File: src/rtl/serpar_pkg.sv
package serpar_pkg;

  // Combined action for one clock edge.
  typedef enum logic [1:0] {
    OP_IDLE  = 2'b00,
    OP_SHIFT = 2'b01,
    OP_LATCH = 2'b10,
    OP_BOTH  = 2'b11
  } serpar_op_e;

  function automatic serpar_op_e serpar_decode(input logic take_bit, input logic strobe);
    return serpar_op_e'({strobe, take_bit});
  endfunction

endpackage

File: src/rtl/serpar_shift_stage.sv
module serpar_shift_stage #(
  parameter int WIDTH = 8
) (
  input  logic             clk,
  input  logic             rst,
  input  logic             shift_en,
  input  logic             din,
  output logic [WIDTH-1:0] q
);

  logic [WIDTH-1:0] q_r;

  always_ff @(posedge clk) begin
    if (rst)           q_r <= '0;
    else if (shift_en) q_r <= {q_r[WIDTH-2:0], din};
  end

  assign q = q_r;

  AST_SHIFT_HOLD: assert property (@(posedge clk) disable iff (rst)
    !shift_en |=> $stable(q));

  AST_SHIFT_ENTRY: assert property (@(posedge clk) disable iff (rst)
    shift_en |=> q[0] == $past(din));

  AST_SHIFT_MOVE: assert property (@(posedge clk) disable iff (rst)
    shift_en |=> q[WIDTH-1:1] == $past(q[WIDTH-2:0]));

endmodule

File: src/rtl/serpar_hold_reg.sv
module serpar_hold_reg #(
  parameter int WIDTH = 8
) (
  input  logic             clk,
  input  logic             rst,
  input  logic             load,
  input  logic [WIDTH-1:0] d,
  output logic [WIDTH-1:0] q
);

  logic [WIDTH-1:0] q_r;

  always_ff @(posedge clk) begin
    if (rst)       q_r <= '0;
    else if (load) q_r <= d;
  end

  assign q = q_r;

  AST_OUT_FROZEN: assert property (@(posedge clk) disable iff (rst)
    !load |=> $stable(q));

endmodule

File: src/rtl/serpar_expander.sv
module serpar_expander
  import serpar_pkg::*;
#(
  parameter int WIDTH = 8
) (
  input  logic             clk,
  input  logic             rst,
  input  logic             in_valid,
  input  logic             in_data,
  output logic             in_ready,
  input  logic             latch,
  output logic [WIDTH-1:0] par_out,
  output logic             cascade_out
);

  localparam int MSB = WIDTH - 1;

  serpar_op_e       op;
  logic             do_shift;
  logic             do_load;
  logic [WIDTH-1:0] stage_q;

  assign in_ready = 1'b1;
  assign op       = serpar_decode(in_valid && in_ready, latch);
  assign do_shift = (op == OP_SHIFT) || (op == OP_BOTH);
  assign do_load  = (op == OP_LATCH) || (op == OP_BOTH);

  serpar_shift_stage #(.WIDTH(WIDTH)) u_stage (
    .clk      (clk),
    .rst      (rst),
    .shift_en (do_shift),
    .din      (in_data),
    .q        (stage_q)
  );

  serpar_hold_reg #(.WIDTH(WIDTH)) u_hold (
    .clk  (clk),
    .rst  (rst),
    .load (do_load),
    .d    (stage_q),
    .q    (par_out)
  );

  assign cascade_out = stage_q[MSB];

  AST_RESET_CLEAR: assert property (@(posedge clk)
    rst |=> (par_out == '0) && (stage_q == '0));

  AST_LATCH_COPY: assert property (@(posedge clk) disable iff (rst)
    latch |=> par_out == $past(stage_q));

  AST_BOTH_OLD_WORD: assert property (@(posedge clk) disable iff (rst)
    (latch && in_valid) |=> (par_out == $past(stage_q)) && (stage_q[0] == $past(in_data)));

  AST_CASCADE_LAG: assert property (@(posedge clk) disable iff (rst)
    in_valid |=> cascade_out == $past(stage_q[MSB-1]));

endmodule

File: config.mk
export PLATFORM = sky130hd
export DESIGN_NAME = serpar_expander
export DESIGN_NICKNAME = d
export VERILOG_FILES = /design/src/rtl/serpar_pkg.sv /design/src/rtl/serpar_shift_stage.sv /design/src/rtl/serpar_hold_reg.sv /design/src/rtl/serpar_expander.sv
export SDC_FILE = /design/constraint.sdc
export NUM_CORES = 1
export LEC_CHECK = 0
export ABC_AREA = 1
export BUFFER_PORTS_ARGS = -buffer_cell sky130_fd_sc_hd__buf_4
export CORE_MARGIN = 2
export CORE_UTILIZATION = 50
export DETAILED_ROUTE_END_ITERATION = 10
export GPL_TIMING_DRIVEN = 0
export PLACE_DENSITY = 0.74
export SLEW_MARGIN = 10
export SYNTH_ARGS = -nofsm -noshare
export SYNTH_HDL_FRONTEND = slang
export SYNTH_SLANG_ARGS = --single-unit
File: constraint.sdc
create_clock -name clk -period 0.8 [get_ports clk]
set_input_delay 0.16 -clock clk [delete_from_list [all_inputs] [get_ports clk]]
set_output_delay 0.16 -clock clk [all_outputs]
set_load 0.02 [all_outputs]
==> metrics.cfg, run 1 <==
[worst_setup_path]
crit_arrival_ps=740
start_kind=flip-flop
critPathBufInv=1
cp.depth=1
crit_fanout=2
crit_start=u_stage.q[7]
reg2regPathDepth=5
slowest_delay_ps=340
critPathCapture=cascade_out
r2r-start=u_stage.q[7]
r2r-end=u_hold.q[7]
cpMaxStageDelayCell=dfxtp_2
crit_path_cell_trace=buf_6
path_delay_family=flip-flops
rrSetupSlack_ps=80
cp-end-kind=primary output
critical_path_required_ps=640
setup.worst_path.class=flip-flop to primary output

[placement]
dp.cells=123
portBuffers=11
hpwlAfterDp_um=777
place_ws_ps=51.3
gp_congestion=0.771

[cts]
tritoncts=done
cts.path.max_buffers=2
clk_latency_ps=280
clk_pin_slew_ps=90
ctsHtreeMaxLevel=1
root_buffer=clkbuf_4
numCtsBuffers=3
cts.sinks=16

[run_status]
status=complete, but fails checks
failed_checks=negative setup slack

[synthesis]
syn_avg_cell_area_um2=7.00
synthAdderAreaFrac_pct=0
yosysWarnings=0
synth_nets=102
synth_compound_area_share_pct=0
synthMuxAreaShare_pct=0
synth_area_um2=679
synth-seq-area-share_pct=47.1
ys_types=11
synth_top_family_by_area=simple AND/OR/NAND/NOR gates
synth-seq-cells=16
yosys.area_share.xor_xnor_pct=0
syn_inst=97
synth-simple-area-share_pct=36.8

[grt]
grt_pass1_vias=460
grt_antenna_before_repair=0
grt_usage_pct=16.3
grt_pass1_wl_um=1770
grt_max_degree=11
grt_overflow=0

[timing]
hold_viol=0
tns_ps=-866
finalWorstSetupSlack_ps=-101
slew_violations=0
rsz0062_at_grt=yes
min_period_ps=901
fin_crit_sh_pct=113
setup-violations-final=9
fin_skew_ps=3.11
fmax_mhz=1110

[floorplanning]
die_h_um=40.9
initial_utilization_pct=52.9
core-area_um2=1280
die_area_um2=1670
rows=13
io_pins=15
die_w_um=40.9

[routing]
firstDrtPassIters=4
initialDrtViolationCount=4
via_count=549
drt-total-wl_um=1100
drc=0
via_per_inst=4.29
wl_per_cell_um=8.57
antenna_left=0

[power]
p_total_mw=1.71
total_leakage_power_nw=0.457
p_per_area_nw_per_um2=1960
ir_drop_mv=0.920

[finish]
stdcell_count=128
post-route-util_pct=67.7
drive_above_1_share_pct=32.7
nets=119
final_common_cell=nor2_1
diodes=0
areaGrowthSynthToFinish_pct=28.0
final_cell_mix=nor2_1, nand2_1, buf_6

[run]
drv_cap=0

[worst_hold_path]
min_path_type=input port to flip-flop

## worst min path at each step
stage          start            to  slack (ps)  cells after the start
6_report       latch   u_hold.q[7]         130                      4
5_1_grt          rst  u_stage.q[7]         140                      4
4_1_cts        latch   u_hold.q[6]         120                      4
3_5_place_dp   latch   u_hold.q[7]         440                      4
3_3_place_gp   latch   u_hold.q[3]         440                      4
2_1_floorplan    rst   u_hold.q[2]         330                      3
## state kept, by name, summed over array words and instances (netlist names)
| name | cells |
|---|---|
| u_stage.q | 8 |
| u_hold.q | 8 |
## repair_timing
item / CTS / global route
buffers inserted: 1 / 0
resized for setup: 18 / 1
setup endpoints to repair: 9 / 10
hold buffers: 0 / 0
## metal layers
metal	wire, um	track usage (%)	up-vias
met2	468	22.7	15
met1	553	22.7	224
met5	0	0	-
met4	21	10.0	0
met3	53	3.26	4
li1	-	-	306
## kinds of logic after synthesis
logic type	count (synthesis)
simple gates	64
flops	16
buf+inv	16
other cells	1
## area by class of cell
| type | instances | area [um^2] |
|---|---|---|
| fillers | 126 | 415 |
| flip-flops and latches | 16 | 332 |
| multi-input cells | 65 | 254 |
| repair buffers | 12 | 124 |
| plain buffers | 6 | 67.6 |
| inverters | 10 | 37.5 |
| clock buffers | 4 | 36.3 |
| well taps | 15 | 18.8 |
## cell usage after synthesis
| cell type | number | area [um^2] |
|---|---|---|
| inv_1 | 9 | 33.8 |
| dfxtp_1 | 16 | 320 |
| conb_1 | 1 | 3.75 |
| nand2_1 | 29 | 109 |
| nor2_2 | 1 | 6.26 |
| nand2_2 | 3 | 18.8 |
| buf_6 | 4 | 45.0 |
| buf_4 | 1 | 7.51 |
| buf_8 | 1 | 15.0 |
| nor2_1 | 31 | 116 |
| inv_2 | 1 | 3.75 |
## power breakdown
part | switching (mW) | total (mW) | internal, mW
clock network | 0.249 | 0.526 | 0.277
logic | 0.156 | 0.299 | 0.143
registers | 0.0292 | 0.883 | 0.854
total | 0.434 | 1.71 | 1.27
## metrics by stage
stage	instance area (um^2)	hold slack, ps
finish	870	130
global route	870	139
CTS	870	122
detailed placement	781	443
global placement	781	437
floorplan	679	334
No activity file was read; power rests on OpenSTA's default activity.
==> run 2: changes to the inputs <==
Settings changed: ABC_AREA 1 to default, BUFFER_PORTS_ARGS -buffer_cell sky130_fd_sc_hd__buf_4 to -buffer_cell sky130_fd_sc_hd__buf_2, CORE_AREA from default to 2 2 39 41, CORE_MARGIN 2 to default, CORE_UTILIZATION 50 to default, DIE_AREA from default to 0 0 41 43, PLACE_DENSITY 0.74 to 0.69.
==> run 2 against run 1 <==
Compared with the run above:
- the flow still finishes with violations (negative setup slack)
- clock-buffer cell count unchanged
- cell count fell by 32%
- fmax is 0.50% lower
- via count down 27%
- power decreased by 16%
- global-route usage fell by 2.3 points
- largest cell class unchanged
==> metrics.cfg, run 2 <==
[placement]
portBuffers=10  ; was 11
place_ws_ps=115  ; was 51.3 ps
gp_congestion=0.672  ; was 0.771
hpwlAfterDp_um=641  ; was 777 um
dpl_cell_area_um2=661  ; was 781 um^2

[timing]
tns_ps=-864  ; was -866 ps
fmax_mhz=1100  ; was 1110 MHz
fin_crit_sh_pct=113  ; about the same
rsz0062_at_grt=yes  ; unchanged
min_period_ps=905  ; was 901 ps
finalWorstSetupSlack_ps=-105  ; was -101 ps
setup-violations-final=9  ; unchanged
hold_viol=0  ; unchanged
fin_skew_ps=0.794  ; was 3.11 ps
slew_violations=0  ; unchanged

[synthesis]
synth_edf_count=0  ; unchanged
synth_compound_area_share_pct=0  ; unchanged
async_flop_share_pct=0  ; unchanged
synth_area_um2=591  ; was 679 um^2
ys.flop_type=dfxtp_1  ; unchanged
synth_top_cell_area_share_pct=54.2  ; was 47.1%
yosysWarnings=0  ; unchanged
synth-seq-area-share_pct=54.2  ; was 47.1%
syn_inst=54  ; was 97
yosys.area_share.xor_xnor_pct=0  ; unchanged
synth_top_family_by_area=multiplexers  ; was simple AND/OR/NAND/NOR gates
synth-simple-area-share_pct=10.2  ; was 36.8%
syn_avg_cell_area_um2=10.9  ; was 7.00 um^2
synth_area_leader_cell=dfxtp_1  ; unchanged
synth-seq-cells=16  ; unchanged
synth_area_leaders=dfxtp_1, mux2i_1, nor2_1, buf_6, buf_4  ; was dfxtp_1, nor2_1, nand2_1, buf_6, inv_1
synth_nets=59  ; was 102
synthMuxAreaShare_pct=27.1  ; was 0%
synthAdderAreaFrac_pct=0  ; unchanged
synth_common_cells=dfxtp_1, mux2i_1, nor2_1, buf_6  ; was nor2_1, nand2_1, dfxtp_1, inv_1, buf_6
ys_types=7  ; was 11

[finish]
drive_above_1_share_pct=43.7  ; was 32.7%
areaGrowthSynthToFinish_pct=33.3  ; was 28.0%
diodes=0  ; unchanged
stdcell_area_um2=787  ; was 870 um^2
nets=77  ; was 119
final_cell_mix=mux2i_1, nor2_1, buf_6  ; was nor2_1, nand2_1, buf_6

[worst_setup_path]
cp-end-kind=primary output  ; unchanged
critical_path_required_ps=640  ; about the same
crit_path_cell_trace=buf_6  ; unchanged
r2r-end=u_hold.q[7]  ; unchanged
critPathBufInv=1  ; unchanged
cp.depth=1  ; unchanged
start_kind=flip-flop  ; unchanged
cpMaxStageDelayCell=dfxtp_2  ; unchanged
path_delay_family=flip-flops  ; unchanged
crit_start=u_stage.q[7]  ; unchanged
slowest_delay_ps=350  ; was 340 ps
rrSetupSlack_ps=60  ; was 80 ps
r2r-start=u_stage.q[7]  ; unchanged
crit_arrival_ps=750  ; was 740 ps
crit_fanout=2  ; unchanged
setup.worst_path.class=flip-flop to primary output  ; unchanged
critPathCapture=cascade_out  ; unchanged
reg2regPathDepth=3  ; was 5

[grt]
grt_max_degree=11  ; unchanged
grt_usage_pct=14.0  ; was 16.3%
grt_antenna_before_repair=0  ; unchanged
grt_pass1_vias=355  ; was 460
grt_pass1_wl_um=1590  ; was 1770 um
grt_overflow=0  ; unchanged

[power]
ir_drop_mv=1.14  ; was 0.920 mV
total_leakage_power_nw=0.377  ; was 0.457 nW
p_per_area_nw_per_um2=1820  ; was 1960 nW/um^2

[cts]
tritoncts=done  ; unchanged
cts.path.max_buffers=2  ; unchanged
numCtsBuffers=3  ; unchanged
cts_hold_buffers=0  ; unchanged
cts.sinks=16  ; unchanged
root_buffer=clkbuf_4  ; unchanged
clk_latency_ps=280  ; about the same
clk_pin_slew_ps=90  ; about the same
ctsHtreeMaxLevel=1  ; unchanged

[routing]
via_per_inst=4.61  ; was 4.29
drc=0  ; unchanged
wl_per_cell_um=11.0  ; was 8.57 um
drt-total-wl_um=961  ; was 1100 um
initialDrtViolationCount=4  ; unchanged
antenna_left=0  ; unchanged
via_count=401  ; was 549
firstDrtPassIters=4  ; unchanged

[floorplanning]
die_h_um=43  ; was 40.9 um
initial_utilization_pct=42.7  ; was 52.9%
rows=14  ; was 13
io_pins=15  ; unchanged
die_w_um=41  ; was 40.9 um
core-area_um2=1380  ; was 1280 um^2
die_area_um2=1760  ; was 1670 um^2

[run_status]
failed_checks=negative setup slack  ; unchanged
status=complete, but fails checks  ; unchanged

[run]
drv_cap=0  ; unchanged

[worst_hold_path]
min_path_type=input port to flip-flop  ; unchanged

-- run 2: cell types whose count changed in the layout (fill, tap and decap cells not counted), sizes merged --
cell,change
buf,-1
clkbuf,+1
inv,-10
mux2i,+16
nand2,-32
nor2,-16
-- run 2: layout make-up --
| cell class | instances | area, um^2 |
|---|---|---|
| clock buffer | 4 | 36.3 |
| multi-input combinational | 33 | 224 |
| tap | 16 | 20.0 |
| sequential | 16 | 332 |
| timing repair buffer | 13 | 129 |
| buffer | 5 | 46.3 |
| fill | 124 | 597 |
-- run 2: routing by layer --
metal  track usage [%]  wire length, um
met5                 0                0
met4              10.0               16
met3              3.14               46
met2              18.4              435
met1              19.3              462
-- run 2: stage by stage --
stage                     util (%)  instances  hold WS [ps]  power (mW)
after floorplan                  -         54           307       0.907
after global placement        47.7         80           394       0.923
after detailed placement      47.7         80           404       0.924
after CTS                     55.8         85           107        1.44
after global routing          56.9         87           116        1.49
final                         56.9         87           104        1.43
-- run 2: worst min-delay path by stage --
stage,startpoint,endpoint,slack [ps],cells past startpoint
3_3_place_gp,in_data,u_stage.q[0],390,3
4_1_cts,in_data,u_stage.q[0],110,3
6_report,in_data,u_stage.q[0],100,3
2_1_floorplan,in_data,u_stage.q[0],310,2
5_1_grt,in_data,u_stage.q[0],120,3
3_5_place_dp,in_data,u_stage.q[0],400,3
-- run 2: what timing repair did --
action / CTS / global route
setup buffers: 1 / 2
hold endpoints to repair: 0 / 0
pin swaps: 0 / 0
endpoints found under the setup margin: 9 / 9
gates resized for setup: 27 / 0
-- run 2: kinds of logic (layout without fill, tap and decap cells) --
logic type | Yosys count | count (layout)
buffers and inverters | 5 | 22
flip-flops | 16 | 16
multiplexers | 16 | 16
other | 1 | 1
AND/OR/NAND/NOR | 16 | 16
-- run 2: where the power goes --
group	switching, mW	internal, mW
registers	0.00692	0.805
logic	0.0487	0.0493
clock network	0.244	0.277
==> run 3: changes to the inputs <==
Settings changed: ABC_AREA from default to 1, CORE_AREA 2 2 39 41 to default, CORE_MARGIN from default to 2, CORE_UTILIZATION from default to 50, DIE_AREA 0 0 41 43 to default, PLACE_DENSITY 0.69 to 0.74.
==> run 3 against run 2 <==
Compared with the run above:
- the flow still finishes with violations (negative setup slack)
- utilization increased by 9.3 points
- power increased by 9.7%
- worst setup slack improved by 21 ps
- clock-buffer cell count decreased by 1
- non-clock buffer count unchanged
- largest power group unchanged
- highest routed layer unchanged
==> metrics.cfg, run 3 (same netlist as run 1, synthesis figures left out) <==
[run_status]
status=complete, but fails checks  ; unchanged
failed_checks=negative setup slack  ; unchanged

[routing]
via_per_inst=4.17  ; was 4.61
wl_per_cell_um=8.05  ; was 11.0 um
via_count=529  ; was 401
drc=0  ; unchanged
antenna_left=0  ; unchanged
initialDrtViolationCount=9  ; was 4
firstDrtPassIters=4  ; unchanged
drt-total-wl_um=1020  ; was 961 um

[cts]
clk_pin_slew_ps=80  ; was 90 ps
root_buffer=clkbuf_4  ; unchanged
cts_hold_buffers=0  ; unchanged
cts.path.max_buffers=2  ; unchanged
ctsHtreeMaxLevel=1  ; unchanged
clk_latency_ps=270  ; was 280 ps
numCtsBuffers=3  ; unchanged
tritoncts=done  ; unchanged
cts.sinks=16  ; unchanged

[worst_hold_path]
hp-start=latch  ; was in_data
min_path_type=input port to flip-flop  ; unchanged
min_path_cells=4  ; was 3
min_to=u_hold.q[3]  ; was u_stage.q[0]

[timing]
slew_violations=0  ; unchanged
fmax_mhz=1130  ; was 1100 MHz
setup-violations-final=9  ; unchanged
hold_viol=0  ; unchanged
min_period_ps=885  ; was 905 ps
tns_ps=-727  ; was -864 ps
rsz0062_at_grt=yes  ; unchanged
fin_crit_sh_pct=111  ; was 113%
finalWorstSetupSlack_ps=-84.9  ; was -105 ps
fin_skew_ps=0.490  ; was 0.794 ps

[worst_setup_path]
critPathBufInv=1  ; unchanged
crit_path_cell_trace=buf_6  ; unchanged
critical_path_required_ps=640  ; about the same
r2r-start=u_stage.q[7]  ; unchanged
rrSetupSlack_ps=80  ; was 60 ps
setup.worst_path.class=flip-flop to primary output  ; unchanged
path_delay_family=flip-flops  ; unchanged
crit_arrival_ps=720  ; was 750 ps
cpMaxStageDelayCell=dfxtp_2  ; unchanged
cp-end-kind=primary output  ; unchanged
slowest_delay_ps=340  ; was 350 ps
r2r-end=u_hold.q[7]  ; unchanged
start_kind=flip-flop  ; unchanged
crit_fanout=2  ; unchanged
reg2regPathDepth=5  ; was 3

[finish]
final_cell_mix=nor2_1, nand2_1, buf_6  ; was mux2i_1, nor2_1, buf_6
post-route-util_pct=66.2  ; was 56.9%
diodes=0  ; unchanged
final_common_cell=nor2_1
nets=119  ; was 77
drive_above_1_share_pct=32.1  ; was 43.7%
areaGrowthSynthToFinish_pct=25.2  ; was 33.3%
stdcell_count=127  ; was 87

[placement]
place_ws_ps=60.8  ; was 115 ps
gp_congestion=0.766  ; was 0.672
portBuffers=11  ; was 10
hpwlAfterDp_um=737  ; was 641 um
dp.cells=123  ; was 80

[floorplanning]
die_w_um=40.9  ; was 41 um
core-area_um2=1280  ; was 1380 um^2
io_pins=15  ; unchanged
rows=13  ; was 14
initial_utilization_pct=52.9  ; was 42.7%
die_area_um2=1670  ; was 1760 um^2
die_h_um=40.9  ; was 43 um

[power]
p_total_mw=1.57  ; was 1.43 mW
total_leakage_power_nw=0.448  ; was 0.377 nW
ir_drop_mv=0.854  ; was 1.14 mV
p_per_area_nw_per_um2=1850  ; was 1820 nW/um^2

[grt]
grt_usage_pct=14.0  ; about the same
grt_antenna_before_repair=0  ; unchanged
grt_overflow=0  ; unchanged
grt_max_degree=11  ; unchanged
grt_pass1_wl_um=1520  ; was 1590 um
grt_pass1_vias=352  ; was 355

[run]
drv_cap=0  ; unchanged

## run 3: report_power, final
part | internal (mW) | switching, mW | total [mW]
Clock | 0.174 | 0.219 | 0.393
Combinational | 0.140 | 0.155 | 0.295
Sequential | 0.854 | 0.0287 | 0.882
## run 3: cell type report
| type | count | area, um^2 |
|---|---|---|
| Buffer | 6 | 67.6 |
| Clock buffer | 3 | 22.5 |
| Fill cell | 112 | 434 |
| Inverter | 10 | 37.5 |
| Multi-Input combinational cell | 65 | 254 |
| Sequential cell | 16 | 332 |
| Tap cell | 15 | 18.8 |
| Timing Repair Buffer | 12 | 119 |
## run 3: worst register-to-register path, stage by stage, from the launching register on
cell and delay, ps:
dfxtp_2 330, buf_4 130, inv_2 30, nand2_1 40
nand2_1 50, nor2_1 30
## run 3: routing by layer
metal / vias up / global-route usage, % / part of all wire (%)
met5: - / 0 / 0
met4: 0 / 7.50 / 1.5
met1: 207 / 20.3 / 54
met2: 15 / 18.8 / 39
met3: 2 / 3.26 / 5.4
li1: 305 / - / -
## run 3: stage by stage
stage               instance area [um^2]  hold WS [ps]
finish                               851           147
global route                         851           149
CTS                                  851           140
detailed placement                   753           441
global placement                     753           437
floorplan                            679           334
## run 3: what timing repair did
action,in CTS,in global routing
resized for setup,27,1
setup buffers,1,0
endpoints found under the setup margin,9,10
gates cloned,0,0
## run 3: how the worst max path moves through the flow
stage	cells past startpoint	slack, ps	start	endpoint
floorplan	4	90	u_stage.q[7]	u_hold.q[7]
global placement	5	80	rst	u_hold.q[1]
detailed placement	5	60	rst	u_stage.q[3]
CTS	1	-100	u_hold.q[6]	par_out[6]
global route	1	-130	u_hold.q[7]	par_out[7]
finish	1	-80	u_hold.q[6]	par_out[6]
